File: src/rtl/epoch_pkg.sv
package epoch_pkg;
   localparam int WORD_W       = 16;
   localparam int SHORT_MOD_D  = 20;
   localparam int LONG_MOD_D   = 50;
   localparam int SHORT_W_D    = 5;
   localparam int LONG_W_D     = 6;
   localparam int LONG_LSB_D   = 8;

   typedef logic [WORD_W-1:0] epoch_word_t;
endpackage

File: src/rtl/epoch_mod_counter.sv
module epoch_mod_counter #(
   parameter int MOD = 20,
   parameter int W   = 5
) (
   input  logic         clk,
   input  logic         rst_n,
   input  logic         adv_i,
   input  logic         load_i,
   input  logic [W-1:0] load_val_i,
   output logic [W-1:0] cnt_o,
   output logic         wrap_o
);
   localparam logic [W-1:0] LAST = W'(MOD - 1);

   initial begin
      assert (MOD >= 2 && MOD <= (1 << W))
         else $error("epoch_mod_counter: MOD must fit in W bits");
   end

   logic [W-1:0] cnt_q;
   logic [W-1:0] cnt_next;
   logic         at_last;

   generate
      if (MOD == (1 << W)) begin : g_pow2
         assign at_last  = &cnt_q;
         assign cnt_next = cnt_q + 1'b1;
      end else begin : g_cmp
         assign at_last  = (cnt_q >= LAST);
         assign cnt_next = at_last ? '0 : cnt_q + 1'b1;
      end
   endgenerate

   always_ff @(posedge clk) begin
      if (!rst_n)      cnt_q <= '0;
      else if (load_i) cnt_q <= load_val_i;
      else if (adv_i)  cnt_q <= cnt_next;
   end

   assign cnt_o  = cnt_q;
   assign wrap_o = adv_i & at_last;

   assert_wrap_to_zero_R3: assert property (@(posedge clk) disable iff (!rst_n)
      (adv_i && !load_i && cnt_o == LAST) |=> (cnt_o == '0));
   assert_hold_idle_R4: assert property (@(posedge clk) disable iff (!rst_n)
      (!adv_i && !load_i) |=> $stable(cnt_o));
endmodule

File: src/rtl/epoch_preset_arm.sv
module epoch_preset_arm #(
   parameter int SW = 5,
   parameter int LW = 6
) (
   input  logic          clk,
   input  logic          rst_n,
   input  logic          preset_mode_i,
   input  logic          stb_i,
   input  logic [SW-1:0] sht_i,
   input  logic [LW-1:0] lng_i,
   input  logic          apply_i,
   output logic [SW-1:0] pend_sht_o,
   output logic [LW-1:0] pend_lng_o,
   output logic          armed_o
);
   logic          stb_prev_q;
   logic          armed_q;
   logic [SW-1:0] pend_sht_q;
   logic [LW-1:0] pend_lng_q;
   logic          fall;

   assign fall = stb_prev_q & ~stb_i;

   always_ff @(posedge clk) begin
      if (!rst_n) begin
         stb_prev_q <= 1'b0;
         armed_q    <= 1'b0;
         pend_sht_q <= '0;
         pend_lng_q <= '0;
      end else begin
         stb_prev_q <= stb_i & preset_mode_i;
         if (stb_i && preset_mode_i) begin
            pend_sht_q <= sht_i;
            pend_lng_q <= lng_i;
         end
         if (fall)         armed_q <= 1'b1;
         else if (apply_i) armed_q <= 1'b0;
      end
   end

   assign pend_sht_o = pend_sht_q;
   assign pend_lng_o = pend_lng_q;
   assign armed_o    = armed_q;

   assert_arm_on_fall_R7: assert property (@(posedge clk) disable iff (!rst_n)
      (stb_prev_q && !stb_i) |=> armed_o);
   assert_disarm_on_apply_R8: assert property (@(posedge clk) disable iff (!rst_n)
      (apply_i && !(stb_prev_q && !stb_i)) |=> !armed_o);
endmodule

File: src/rtl/epoch_tic_hold.sv
module epoch_tic_hold #(
   parameter int W = 16
) (
   input  logic         clk,
   input  logic         rst_n,
   input  logic         tic_i,
   input  logic [W-1:0] d_i,
   output logic [W-1:0] q_o
);
   logic [W-1:0] q_q;

   always_ff @(posedge clk) begin
      if (!rst_n)     q_q <= '0;
      else if (tic_i) q_q <= d_i;
   end

   assign q_o = q_q;
endmodule

File: src/rtl/chan_epoch_timer.sv
module chan_epoch_timer
   import epoch_pkg::*;
#(
   parameter int SHORT_MOD = SHORT_MOD_D,
   parameter int LONG_MOD  = LONG_MOD_D,
   parameter int SHORT_W   = SHORT_W_D,
   parameter int LONG_W    = LONG_W_D,
   parameter int LONG_LSB  = LONG_LSB_D
) (
   input  logic              clk,
   input  logic              rst_n,
   input  logic              dump_i,
   input  logic              tic_i,
   input  logic              preset_mode_i,
   input  logic              load_stb_i,
   input  logic [WORD_W-1:0] load_data_i,
   output logic [WORD_W-1:0] live_word_o,
   output logic [WORD_W-1:0] held_word_o
);
   localparam epoch_word_t SHORT_MASK = epoch_word_t'((1 << SHORT_W) - 1);
   localparam epoch_word_t LONG_MASK  = epoch_word_t'(((1 << LONG_W) - 1) << LONG_LSB);
   localparam epoch_word_t FIELD_MASK = SHORT_MASK | LONG_MASK;

   initial begin
      assert (LONG_LSB >= SHORT_W)
         else $error("chan_epoch_timer: fields overlap");
      assert (LONG_LSB + LONG_W <= WORD_W)
         else $error("chan_epoch_timer: long field exceeds word");
   end

   logic [SHORT_W-1:0] sht_cnt, sht_load, pend_sht, wr_sht;
   logic [LONG_W-1:0]  lng_cnt, lng_load, pend_lng, wr_lng;
   logic               sht_wrap, lng_wrap_unused;
   logic               upd_load, armed, apply, cnt_load;
   epoch_word_t        live_w;
   logic               unused_bits;

   assign wr_sht      = load_data_i[SHORT_W-1:0];
   assign wr_lng      = load_data_i[LONG_LSB +: LONG_W];
   assign unused_bits = ^(load_data_i & ~FIELD_MASK);

   assign upd_load = load_stb_i & ~preset_mode_i;
   assign apply    = tic_i & armed;
   assign cnt_load = upd_load | apply;
   assign sht_load = upd_load ? wr_sht : pend_sht;
   assign lng_load = upd_load ? wr_lng : pend_lng;

   epoch_preset_arm #(.SW(SHORT_W), .LW(LONG_W)) u_arm (
      .clk           (clk),
      .rst_n         (rst_n),
      .preset_mode_i (preset_mode_i),
      .stb_i         (load_stb_i),
      .sht_i         (wr_sht),
      .lng_i         (wr_lng),
      .apply_i       (apply),
      .pend_sht_o    (pend_sht),
      .pend_lng_o    (pend_lng),
      .armed_o       (armed)
   );

   epoch_mod_counter #(.MOD(SHORT_MOD), .W(SHORT_W)) u_short (
      .clk        (clk),
      .rst_n      (rst_n),
      .adv_i      (dump_i),
      .load_i     (cnt_load),
      .load_val_i (sht_load),
      .cnt_o      (sht_cnt),
      .wrap_o     (sht_wrap)
   );

   epoch_mod_counter #(.MOD(LONG_MOD), .W(LONG_W)) u_long (
      .clk        (clk),
      .rst_n      (rst_n),
      .adv_i      (sht_wrap),
      .load_i     (cnt_load),
      .load_val_i (lng_load),
      .cnt_o      (lng_cnt),
      .wrap_o     (lng_wrap_unused)
   );

   always_comb begin
      live_w                      = '0;
      live_w[SHORT_W-1:0]         = sht_cnt;
      live_w[LONG_LSB +: LONG_W]  = lng_cnt;
   end

   epoch_tic_hold #(.W(WORD_W)) u_hold (
      .clk   (clk),
      .rst_n (rst_n),
      .tic_i (tic_i),
      .d_i   (live_w),
      .q_o   (held_word_o)
   );

   assign live_word_o = live_w;

   assert_tic_capture_R6: assert property (@(posedge clk) disable iff (!rst_n)
      tic_i |=> (held_word_o == $past(live_word_o)));
   assert_held_stable_R6: assert property (@(posedge clk) disable iff (!rst_n)
      !tic_i |=> $stable(held_word_o));
   assert_update_load_R5: assert property (@(posedge clk) disable iff (!rst_n)
      (load_stb_i && !preset_mode_i) |=> (live_word_o == ($past(load_data_i) & FIELD_MASK)));
   assert_preset_defers_R7: assert property (@(posedge clk) disable iff (!rst_n)
      (preset_mode_i && load_stb_i && !tic_i && !dump_i) |=> $stable(live_word_o));
   assert_unused_zero_R2: assert property (@(posedge clk) disable iff (!rst_n)
      ((live_word_o & ~FIELD_MASK) == '0) && ((held_word_o & ~FIELD_MASK) == '0));
endmodule

File: config.mk
export PLATFORM = sky130hd
export DESIGN_NAME = chan_epoch_timer
export DESIGN_NICKNAME = d
export VERILOG_FILES = /design/src/rtl/epoch_pkg.sv /design/src/rtl/epoch_mod_counter.sv /design/src/rtl/epoch_preset_arm.sv /design/src/rtl/epoch_tic_hold.sv /design/src/rtl/chan_epoch_timer.sv
export SDC_FILE = /design/constraint.sdc
export NUM_CORES = 1
export LEC_CHECK = 0
export ABC_AREA = 0
export BUFFER_PORTS_ARGS = -buffer_cell sky130_fd_sc_hd__buf_2
export CAP_MARGIN = 40
export CORE_MARGIN = 5
export CORE_UTILIZATION = 30
export DETAILED_ROUTE_END_ITERATION = 12
export PLACE_DENSITY_LB_ADDON = 0.2
export REMOVE_ABC_BUFFERS = 1
export SLEW_MARGIN = 25
export SYNTH_ARGS = -nofsm -noshare
export SYNTH_HDL_FRONTEND = slang
export SYNTH_SLANG_ARGS = --single-unit
File: constraint.sdc
create_clock -name clk -period 1.7 [get_ports clk]
set_clock_uncertainty 0.05 [all_clocks]
set_input_delay 0.17 -clock clk [delete_from_list [all_inputs] [get_ports clk]]
set_output_delay 0.17 -clock clk [all_outputs]
set_load 0.005 [all_outputs]
==> flow_metrics.env, run 1 <==
export IMPL_crit_arrival_ns=1.85
export IMPL_netlist_area_um2=1817
export IMPL_tritoncts="done"
export IMPL_ys_ff_latch=35
export IMPL_synth_xor_area_share_pct=0
export IMPL_p_leak_nw=1.010
export IMPL_crit_path_start_kind="flop"
export IMPL_peakVddDrop_mv=0.4605
export IMPL_rsz0062_at_grt="yes"
export IMPL_hp_start="load_data_i[8]"
export IMPL_reg2regPathDepth=5
export IMPL_ant_nets=0
export IMPL_grt_max_degree=28
export IMPL_setup_viol=5
export IMPL_maxClockFrequency_ghz=0.5752
export IMPL_io_buffer_count=38
export IMPL_syn_inst=220
export IMPL_synth_simple_area_share_pct=20.18
export IMPL_route_detailed_drc=0
export IMPL_start_util_pct=30.68
export IMPL_cts_buffers=5
export IMPL_rows=28
export IMPL_antenna_found_initial=0
export IMPL_path_buf_inv=1
export IMPL_dp_hpwl_um=3557
export IMPL_cts_buffer_depth=2
export IMPL_crit_slowest_cell="a2111o_1"
export IMPL_slew_viol_final=0
export IMPL_crit_fanout=5
export IMPL_synthArstFlopShare_pct=0
export IMPL_dr_pass1_iters=4
export IMPL_fp_dieArea_um2=7712
export IMPL_finish_utilization_pct=38.72
export IMPL_first_global_vias=1555
export IMPL_r2r_end="u_long.cnt_o[2]"
export IMPL_overflow=0
export IMPL_hold_class="input pin to flop"
export IMPL_routed_wl_um=5020
export IMPL_synth_top_family_by_area="compound AO/OA/AOI/OAI gates"
export IMPL_clk_pin_slew_worst_paths_ns=0.07
export IMPL_synth_cell_types=47
export IMPL_yosysTopAreaCell="dfxtp_1"
export IMPL_criticalPathCategory="flop to flop"
export IMPL_synth_area_top_cells="dfxtp_1, nand2_1, mux2i_1"
export IMPL_ctsHoldBuffers=0
export IMPL_min_period_ns=1.739
export IMPL_yosysWarningCount=0
export IMPL_status="finished with violations"
export IMPL_antenna_cells=0
export IMPL_synthMuxAreaShare_pct=6.061
export IMPL_cts_sinks=35
export IMPL_die_h_um=87.82
export IMPL_synth_top_area_share_pct=38.57
export IMPL_vias_per_cell=4.997
export IMPL_clk_latency_ns=0.28
export IMPL_synth_avg_cell_area_um2=8.258
export IMPL_ys_seq_area_share_pct=38.57
export IMPL_end_kind="flop"
export IMPL_final_hold_viol_count=0
export IMPL_synth_flop_cell="dfxtp_1"
export IMPL_required_ns=1.81
export IMPL_io_pins=54
export IMPL_drtIter0Drc=107
export IMPL_synthAdderAreaFrac_pct=2.755
export IMPL_gr_usage_all_layers_pct=13.17
export IMPL_p_per_area_nw_per_um2=778.0
export IMPL_routabilityCongestion=0.7481
export IMPL_violations="setup timing"
export IMPL_reg2reg_slack_ns=-0.04
export IMPL_grt_pass1_wl_um=7866
export IMPL_drive_above_1_share_pct=30.37
export IMPL_cts_max_level=2
export IMPL_clockRootBuffer="clkbuf_8"
export IMPL_power_mw=1.783
export IMPL_hold_path_end="u_arm.pend_lng_o[0]"
export IMPL_drv_cap=0
export IMPL_coreArea_um2=5921
export IMPL_die_x_um=87.82
export IMPL_crit_chain="buf_6 > a2111o_1 > a311oi_4 > nand2b_4 > o32ai_2"
export IMPL_syn2layout_area_growth_pct=26.17
export IMPL_r2r_start="u_short.cnt_o[1]"
export IMPL_synth_common_cells="dfxtp_1, nand2_1, nor2_1"
export IMPL_cp_slowest_stage_delay_ns=0.48
export IMPL_synth_most_common_cell="dfxtp_1"
export IMPL_min_path_cells=3
export IMPL_cp_top_family="compound AO/OA/AOI/OAI gates"
export IMPL_synth_compound_area_share_pct=23.48
export IMPL_wl_per_cell_um=14.55
export IMPL_fin_crit_sh_pct=102.3
export IMPL_fin_ws_ns=-0.03857
export IMPL_synth_edf_count=0
export IMPL_vias=1724
export IMPL_fin_nets=297
routing by layer:
metal / track usage [%] / routed length, µm
met4: 3.347 / 21
met1: 17.77 / 2276
met5: 0 / 0
met2: 20.96 / 2325
met3: 3.387 / 396
kinds of logic (layout without fill, tap and decap cells):
kind of cell / count (synthesis) / after routing
DFF: 35 / 35
muxes: 11 / 11
adders and majority gates: 4 / 4
AOI/OAI and AO/OA: 59 / 59
other: 1 / 10
buffers and inverters: 29 / 70
and+or+nand+nor: 81 / 81
power by group:
part,leakage (nW),switching [mW],internal [mW]
Combinational,0.687,0.186,0.159
Sequential,0.286,0.0277,0.861
Clock,0.0371,0.277,0.273
final cells by class:
cell class              count  area (µm²)
inverters                   4       15.01
clock buffers               6       72.57
repair buffers             60       362.8
multi-input cells         165        1046
flip-flops and latches     35       701.9
fillers                   627        3628
well taps                  75       93.84
repair_timing:
item,CTS,global route
buffers inserted,0,1
resized for setup,8,5
endpoints found under the hold margin,0,0
endpoints found under the setup margin,10,10
pin swaps,7,2
worst min-delay path: cells and delay by family:
family,cells,cell delay (ns)
compound gates,1,0.05
simple gates,1,0.05
buf+inv,1,0.10
registers in the layout, summed over array words and instances (netlist names):
| register | count |
|---|---|
| u_arm.pend_sht_o | 5 |
| u_arm.pend_lng_o | 6 |
| u_arm.stb_prev_q | 1 |
| u_short.cnt_o | 5 |
| u_arm.armed_o | 1 |
| u_long.cnt_o | 6 |
| u_hold.q_o | 11 |
cell usage in the layout, fill, tap and decap left out, drive strengths merged, types with 2 or more instances in the layout:
cell type and count:
a21o 4, clkbuf 6, dfxtp 35, o211ai 2, a221oi 2, nand2 32, nor3 2, and2 3
inv 3, nand4 2, o211a 2, o311ai 2, nand3 15, o22ai 2, ha 4, mux2i 11
a31oi 6, o41ai 2, nand2b 5, a21oi 16, o21ai 8, a211oi 2, buf 60, nor2 19
conb 10
worst max path at each step:
stage	end	startpoint	cells after the start
floorplan	u_long.cnt_o[1]	u_short.cnt_o[0]	5
detailed placement	u_long.cnt_o[0]	u_short.cnt_o[0]	6
global route	u_long.cnt_o[0]	u_short.cnt_o[1]	6
CTS	u_long.cnt_o[0]	u_short.cnt_o[1]	6
finish	u_long.cnt_o[2]	u_short.cnt_o[1]	5
global placement	u_long.cnt_o[2]	u_short.cnt_o[0]	5
per-stage QoR:
stage               hold WS [ns]  setup WS [ns]  std cells  cell area, µm²  TNS, ns
finish                   0.08455       -0.03857        345            2292  -0.1372
global route             0.07897        -0.1043        345            2292  -0.6519
CTS                      0.07820       -0.03030        344            2257  -0.1227
detailed placement        0.3808        -0.1348        338            2148  -0.6597
global placement          0.3752        -0.1181        338            2148  -0.6068
floorplan                 0.2429        -0.2326        204            1707   -1.351
No activity file was read; power rests on OpenSTA's default activity.
==> run 2: changes to the inputs <==
--- a/config.mk
+++ b/config.mk
@@ -8,6 +8,7 @@
 export ABC_AREA = 0
 export BUFFER_PORTS_ARGS = -buffer_cell sky130_fd_sc_hd__buf_2
 export CAP_MARGIN = 40
+export CORE_ASPECT_RATIO = 1.5
 export CORE_MARGIN = 5
 export CORE_UTILIZATION = 30
 export DETAILED_ROUTE_END_ITERATION = 12
==> run 2 against run 1 <==
The run still ends with setup timing left. Combinational power about the same. Via count grew 0.87%. Power rose by 7.3%. Sequential cell count stayed put. Setup slack lost 0.031 ns. Register-to-register slack lost 0.03 ns. Critical path type unchanged. Largest cell class unchanged.
==> flow_metrics.env, run 2 (same netlist as run 1, synthesis figures left out) <==
export IMPL_status="finished with violations"
export IMPL_violations="setup timing"
export IMPL_wl_met2_um=2935
export IMPL_wl_per_cell_um=15.26
export IMPL_finish_utilization_pct=39.02
export IMPL_vias_per_cell=5.070
export IMPL_slew_viol_final=0
export IMPL_dp_worst_setup_slack_ns=-0.1457
export IMPL_vias=1739
export IMPL_setup_tns_final_ns=-0.3686
export IMPL_routed_wl_um=5235
export IMPL_dr_pass1_iters=4
export IMPL_drive_above_1_share_pct=29.15
export IMPL_ctsHoldBuffers=0
export IMPL_drv_cap=0
export IMPL_ff_latch_area_um2=703.2
export IMPL_crit_chain="buf_6 > a2111o_1 > a311oi_4 > nand2b_4 > o32ai_2"
export IMPL_clk_latency_ns=0.28
export IMPL_overflow=0
export IMPL_routabilityCongestion=0.8051
export IMPL_crit_arrival_ns=1.89
export IMPL_hold_class="input pin to flop"
export IMPL_grt_max_degree=28
export IMPL_peakVddDrop_mv=0.2809
export IMPL_cp_top_family="compound AO/OA/AOI/OAI gates"
export IMPL_fp_dieArea_um2=7745
export IMPL_coreArea_um2=5871
export IMPL_clockRootBuffer="clkbuf_8"
export IMPL_start_util_pct=30.95
export IMPL_grt_pass1_wl_um=8024
export IMPL_cp_slowest_stage_delay_ns=0.46
export IMPL_rows=34
export IMPL_fin_ws_ns=-0.06927
export IMPL_end_kind="flop"
export IMPL_fin_nets=296
export IMPL_path_buf_inv=1
export IMPL_p_leak_nw=1.021
export IMPL_multi_input_area_um2=1027
export IMPL_criticalPathCategory="flop to flop"
export IMPL_largest_reg_flops=11
export IMPL_min_period_ns=1.769
export IMPL_mostFrequentLayoutCells="buf_2, dfxtp_1, nand2_1"
export IMPL_first_global_vias=1650
export IMPL_syn2layout_area_growth_pct=26.10
export IMPL_ant_nets=0
export IMPL_cts_buffers=5
export IMPL_io_buffer_count=38
export IMPL_crit_path_start_kind="flop"
export IMPL_tritoncts="done"
export IMPL_drtIter0Drc=104
export IMPL_fillers=620
export IMPL_cts_sinks=35
export IMPL_max_slew_margin_pct=66.26
export IMPL_setup_viol=8
export IMPL_antenna_cells=0
export IMPL_io_pins=54
export IMPL_cts_max_level=2
export IMPL_wl_met1_um=2047
export IMPL_gr_usage_all_layers_pct=13.30
export IMPL_rsz0062_at_grt="yes"
export IMPL_p_per_area_nw_per_um2=835.6
export IMPL_tightest_slew_ns=0.5061
export IMPL_required_ns=1.82
export IMPL_antenna_found_initial=0
export IMPL_die_x_um=73.54
export IMPL_die_h_um=105.3
export IMPL_final_hold_viol_count=0
export IMPL_wl_met3_um=195
export IMPL_cts_buffer_depth=2
export IMPL_maxClockFrequency_ghz=0.5652
export IMPL_layout_commonest_cell="buf_2"
export IMPL_top_layer_used="met4"
export IMPL_fin_crit_sh_pct=104.1
export IMPL_crit_slowest_cell="a2111o_1"
export IMPL_dp_hpwl_um=3733
export IMPL_crit_fanout=5
export IMPL_clk_pin_slew_worst_paths_ns=0.07
export IMPL_route_detailed_drc=0
==> run 2: path summary, 6_finish.rpt <==
kind | from | endpoint | slack, ns | cells after the start
setup / recovery | u_short.cnt_o[0] | u_long.cnt_o[2] | -0.07 | 5
hold / removal | load_data_i[8] | u_arm.pend_lng_o[0] | 0.08 | 3
setup reg to reg | u_short.cnt_o[0] | u_long.cnt_o[2] | -0.07 | 5
hold reg to reg | u_arm.pend_lng_o[3] | u_arm.pend_lng_o[3] | 0.41 | 2
==> run 2: worst register-to-register path: stages, from the launching register on <==
cell	delay, ns
dfxtp_2	0.33
buf_6	0.11
a2111o_1	0.46
a311oi_4	0.40
nand2b_4	0.22
o32ai_2	0.09
==> run 2: power breakdown <==
group / internal [mW] / total (mW) / switching [mW]
registers: 0.861 / 0.892 / 0.0310
logic: 0.160 / 0.347 / 0.187
clock network: 0.370 / 0.675 / 0.305
total: 1.39 / 1.91 / 0.523
==> run 2: metal layers <==
| metal | track usage (%) | vias to the layer above |
|---|---|---|
| met3 | 2.571 | 7 |
| met4 | 4.663 | 0 |
| met5 | 0 | - |
| li1 | - | 865 |
| met1 | 13.72 | 830 |
| met2 | 25.44 | 37 |
==> run 2: what timing repair did <==
item	4_1_cts	5_1_grt
buffers inserted	0	2
resized for setup	7	3
setup endpoints to repair	10	10
pin swaps	7	6
==> run 2: through the flow <==
| step | hold slack (ns) | area [µm²] | power, mW | instances |
|---|---|---|---|---|
| 6_report | 0.07948 | 2291 | 1.914 | 343 |
| 5_1_grt | 0.07188 | 2291 | 1.997 | 343 |
| 4_1_cts | 0.06894 | 2261 | 1.926 | 341 |
| 3_5_place_dp | 0.3790 | 2130 | 1.235 | 333 |
| 3_3_place_gp | 0.3745 | 2130 | 1.233 | 333 |
| 2_1_floorplan | 0.2429 | 1707 | 1.072 | 204 |
==> run 2: cell type report <==
class	count	share of cell area, %
clock buffers	8	4.369
inverters	4	0.6554
multi-input cells	165	44.84
flip-flops and latches	35	30.69
well taps	72	3.932
repair buffers	59	15.51
==> run 3: changes to the inputs <==
--- a/config.mk
+++ b/config.mk
@@ -5,7 +5,7 @@
 export SDC_FILE = /design/constraint.sdc
 export NUM_CORES = 1
 export LEC_CHECK = 0
-export ABC_AREA = 0
+export ABC_AREA = 1
 export BUFFER_PORTS_ARGS = -buffer_cell sky130_fd_sc_hd__buf_2
 export CAP_MARGIN = 40
 export CORE_ASPECT_RATIO = 1.5
==> run 3 against run 2 <==
Hold slack better by 0.010 ns. Die area up 0.67%. Core utilization decreased by 3.6 points. Non-clock buffer count fell by 14. Sequential cell count did not move. Sequential share of layout area increased by 2.1 points. Synthesized area grew 0.76%. The run now ends clean. Final area fell by 6.7%. Count of clock-buffer cells in the layout down 1. Via count down 5.3%. Routed wire length down 19%.
==> flow_metrics.env, run 3 <==
export IMPL_yosysTopAreaCell="dfxtp_1"
export IMPL_setup_viol=0
export IMPL_grt_max_degree=35
export IMPL_io_pins=54
export IMPL_start_util_pct=30.29
export IMPL_place_inst=361
export IMPL_max_slew_margin_pct=64.15
export IMPL_routabilityCongestion=0.7977
export IMPL_hold_class="input pin to flop"
export IMPL_cts_buffers=5
export IMPL_top_layer_used="met4"
export IMPL_criticalPathCategory="flop to flop"
export IMPL_clk_pin_slew_worst_paths_ns=0.07
export IMPL_cts_sinks=35
export IMPL_grt_pass1_wl_um=7169
export IMPL_layout_commonest_cell="o21ai_0"
export IMPL_p_leak_nw=1.044
export IMPL_end_kind="flop"
export IMPL_status="complete, no violations"
export IMPL_wl_met1_um=1795
export IMPL_routed_wl_um=4260
export IMPL_drtIter0Drc=88
export IMPL_wl_per_cell_um=11.54
export IMPL_ys_seq_area_share_pct=38.28
export IMPL_r2r_end="u_long.cnt_o[4]"
export IMPL_syn_inst=253
export IMPL_cp_slowest_stage_delay_ns=0.38
export IMPL_yosysWarningCount=0
export IMPL_coreArea_um2=6043
export IMPL_cts_max_level=2
export IMPL_route_detailed_drc=0
export IMPL_min_period_ns=1.417
export IMPL_timing_hold_ws_ns=0.08976
export IMPL_synth_most_common_cell="o21ai_0"
export IMPL_antenna_cells=0
export IMPL_synthArstFlopShare_pct=0
export IMPL_peakVddDrop_mv=0.3368
export IMPL_vias_per_cell=4.463
export IMPL_synth_cell_types=27
export IMPL_fin_crit_sh_pct=83.33
export IMPL_tritoncts="done"
export IMPL_fin_nets=320
export IMPL_io_buffer_count=38
export IMPL_postCtsSetupRepairBufs=0
export IMPL_crit_path_start_kind="flop"
export IMPL_min_path_cells=3
export IMPL_reg2regPathDepth=10
export IMPL_path_buf_inv=2
export IMPL_rsz0062_at_grt="no"
export IMPL_rows=35
export IMPL_crit_slowest_cell="dfxtp_1"
export IMPL_synth_avg_cell_area_um2=7.235
export IMPL_largest_reg_flops=11
export IMPL_netlist_area_um2=1831
export IMPL_gr_usage_all_layers_pct=11.58
export IMPL_synth_area_top_cells="dfxtp_1, o21ai_0, a21oi_1"
export IMPL_die_h_um=105.7
export IMPL_dp_hpwl_um=3211
export IMPL_setup_tns_final_ns=0
export IMPL_layout_cells_non_filler=369
export IMPL_dr_pass1_iters=4
export IMPL_vias=1647
export IMPL_ys_ff_latch=35
export IMPL_crit_fanout=5
export IMPL_synth_flop_cell="dfxtp_1"
export IMPL_fp_dieArea_um2=7796
export IMPL_fillers=684
export IMPL_antenna_found_initial=0
export IMPL_clockRootBuffer="clkbuf_8"
export IMPL_reg2reg_slack_ns=0.28
export IMPL_mostFrequentLayoutCells="o21ai_0, buf_2, dfxtp_1"
export IMPL_overflow=0
export IMPL_required_ns=1.82
export IMPL_hp_start="load_data_i[1]"
export IMPL_cts_buffer_depth=2
export IMPL_tightest_slew_ns=0.5377
export IMPL_final_hold_viol_count=0
export IMPL_crit_arrival_ns=1.54
export IMPL_cp_top_family="simple AND/OR/NAND/NOR gates"
export IMPL_wl_met3_um=229
export IMPL_ctsHoldBuffers=0
export IMPL_slew_viol_final=0
export IMPL_die_x_um=73.78
export IMPL_ant_nets=0
export IMPL_ff_latch_area_um2=700.7
export IMPL_synth_top_area_share_pct=38.28
export IMPL_p_per_area_nw_per_um2=867.8
export IMPL_first_global_vias=1593
export IMPL_hold_path_end="u_arm.pend_sht_o[1]"
export IMPL_synth_common_cells="o21ai_0, dfxtp_1, nor2_1"
export IMPL_finish_utilization_pct=35.38
export IMPL_r2r_start="u_long.cnt_o[0]"
export IMPL_crit_chain="inv_1 > ha_1 > inv_1 > nor2_1 > nand2_1 > nand2_1 > nand3_1 > nand2_1 > nor2_1 > nor2_1"
export IMPL_drive_above_1_share_pct=21.02
export IMPL_maxClockFrequency_ghz=0.7059
export IMPL_multi_input_area_um2=899.6
export IMPL_cts_resized=0
export IMPL_syn2layout_area_growth_pct=16.81
export IMPL_clk_latency_ns=0.29
export IMPL_drv_cap=0
export IMPL_wl_met2_um=2158
export IMPL_synth_edf_count=0
run 3: changes by cell type in the layout (fill, tap and decap cells not counted), sizes merged, moves of 3 or more:
cell | previous run | this run
a21o | 4 | 0
a21oi | 16 | 28
mux2i | 11 | 0
a31oi | 6 | 0
buf | 59 | 45
nand2b | 5 | 0
and2 | 3 | 0
xor2 | 0 | 3
o21ai | 8 | 49
inv | 3 | 31
nor2 | 19 | 32
nand2 | 32 | 29
run 3: kinds of logic (layout without fill, tap and decap cells):
family,count (synthesis),in the layout,share of synthesized area [%]
DFF,35,35,38.28
AOI/OAI and AO/OA,77,77,21.05
and+or+nand+nor,82,82,21.87
xor gates and xnor gates,3,3,1.436
buffers and inverters,51,84,14.42
adders and majority gates,4,4,2.734
other,1,10,0.2049
run 3: cell type report:
type | instances | share of cell area [%]
multi-input cells | 176 | 42.07
clock inverters | 1 | 0.2341
flip-flops and latches | 35 | 32.77
clock buffers | 7 | 3.569
inverters | 31 | 5.676
well taps | 74 | 4.330
repair buffers | 45 | 11.35
run 3: worst max-delay path by stage:
stage,start,to,slack (ns),cells past startpoint
floorplan,u_long.cnt_o[0],u_long.cnt_o[4],0.38,10
global placement,u_long.cnt_o[0],u_long.cnt_o[4],0.32,10
detailed placement,u_long.cnt_o[0],u_long.cnt_o[4],0.29,10
CTS,u_long.cnt_o[0],u_long.cnt_o[4],0.27,10
global route,u_long.cnt_o[0],u_long.cnt_o[0],0.11,10
finish,u_long.cnt_o[0],u_long.cnt_o[4],0.28,10
run 3: worst reg2reg max path, cell delays in order, from the launching register on:
cell and delay, ns:
dfxtp_1 0.38, inv_1 0.09, ha_1 0.19, inv_1 0.05, nor2_1 0.04, nand2_1 0.07
nand2_1 0.13, nand3_1 0.12, nand2_1 0.05, nor2_1 0.08, nor2_1 0.04
run 3: power by group:
group          total [mW]  leakage, nW  internal, mW  switching (mW)
Clock               0.579       0.0422         0.287           0.292
Combinational       0.354        0.713         0.145           0.209
Sequential          0.923        0.289         0.882          0.0410
run 3: per-stage QoR:
step	setup slack (ns)	instance area [µm²]	total power, mW
final	0.2833	2138	1.856
after global routing	0.1108	2138	1.978
after CTS	0.2688	2138	1.889
after detailed placement	0.2908	2057	1.300
after global placement	0.3175	2057	1.296
after floorplan	0.3766	1722	1.145
run 3: routing by layer:
metal	GRT usage, %	up-vias
met2	20.43	36
met3	2.863	5
li1	-	884
met5	0	-
met1	12.73	722
met4	4.793	0
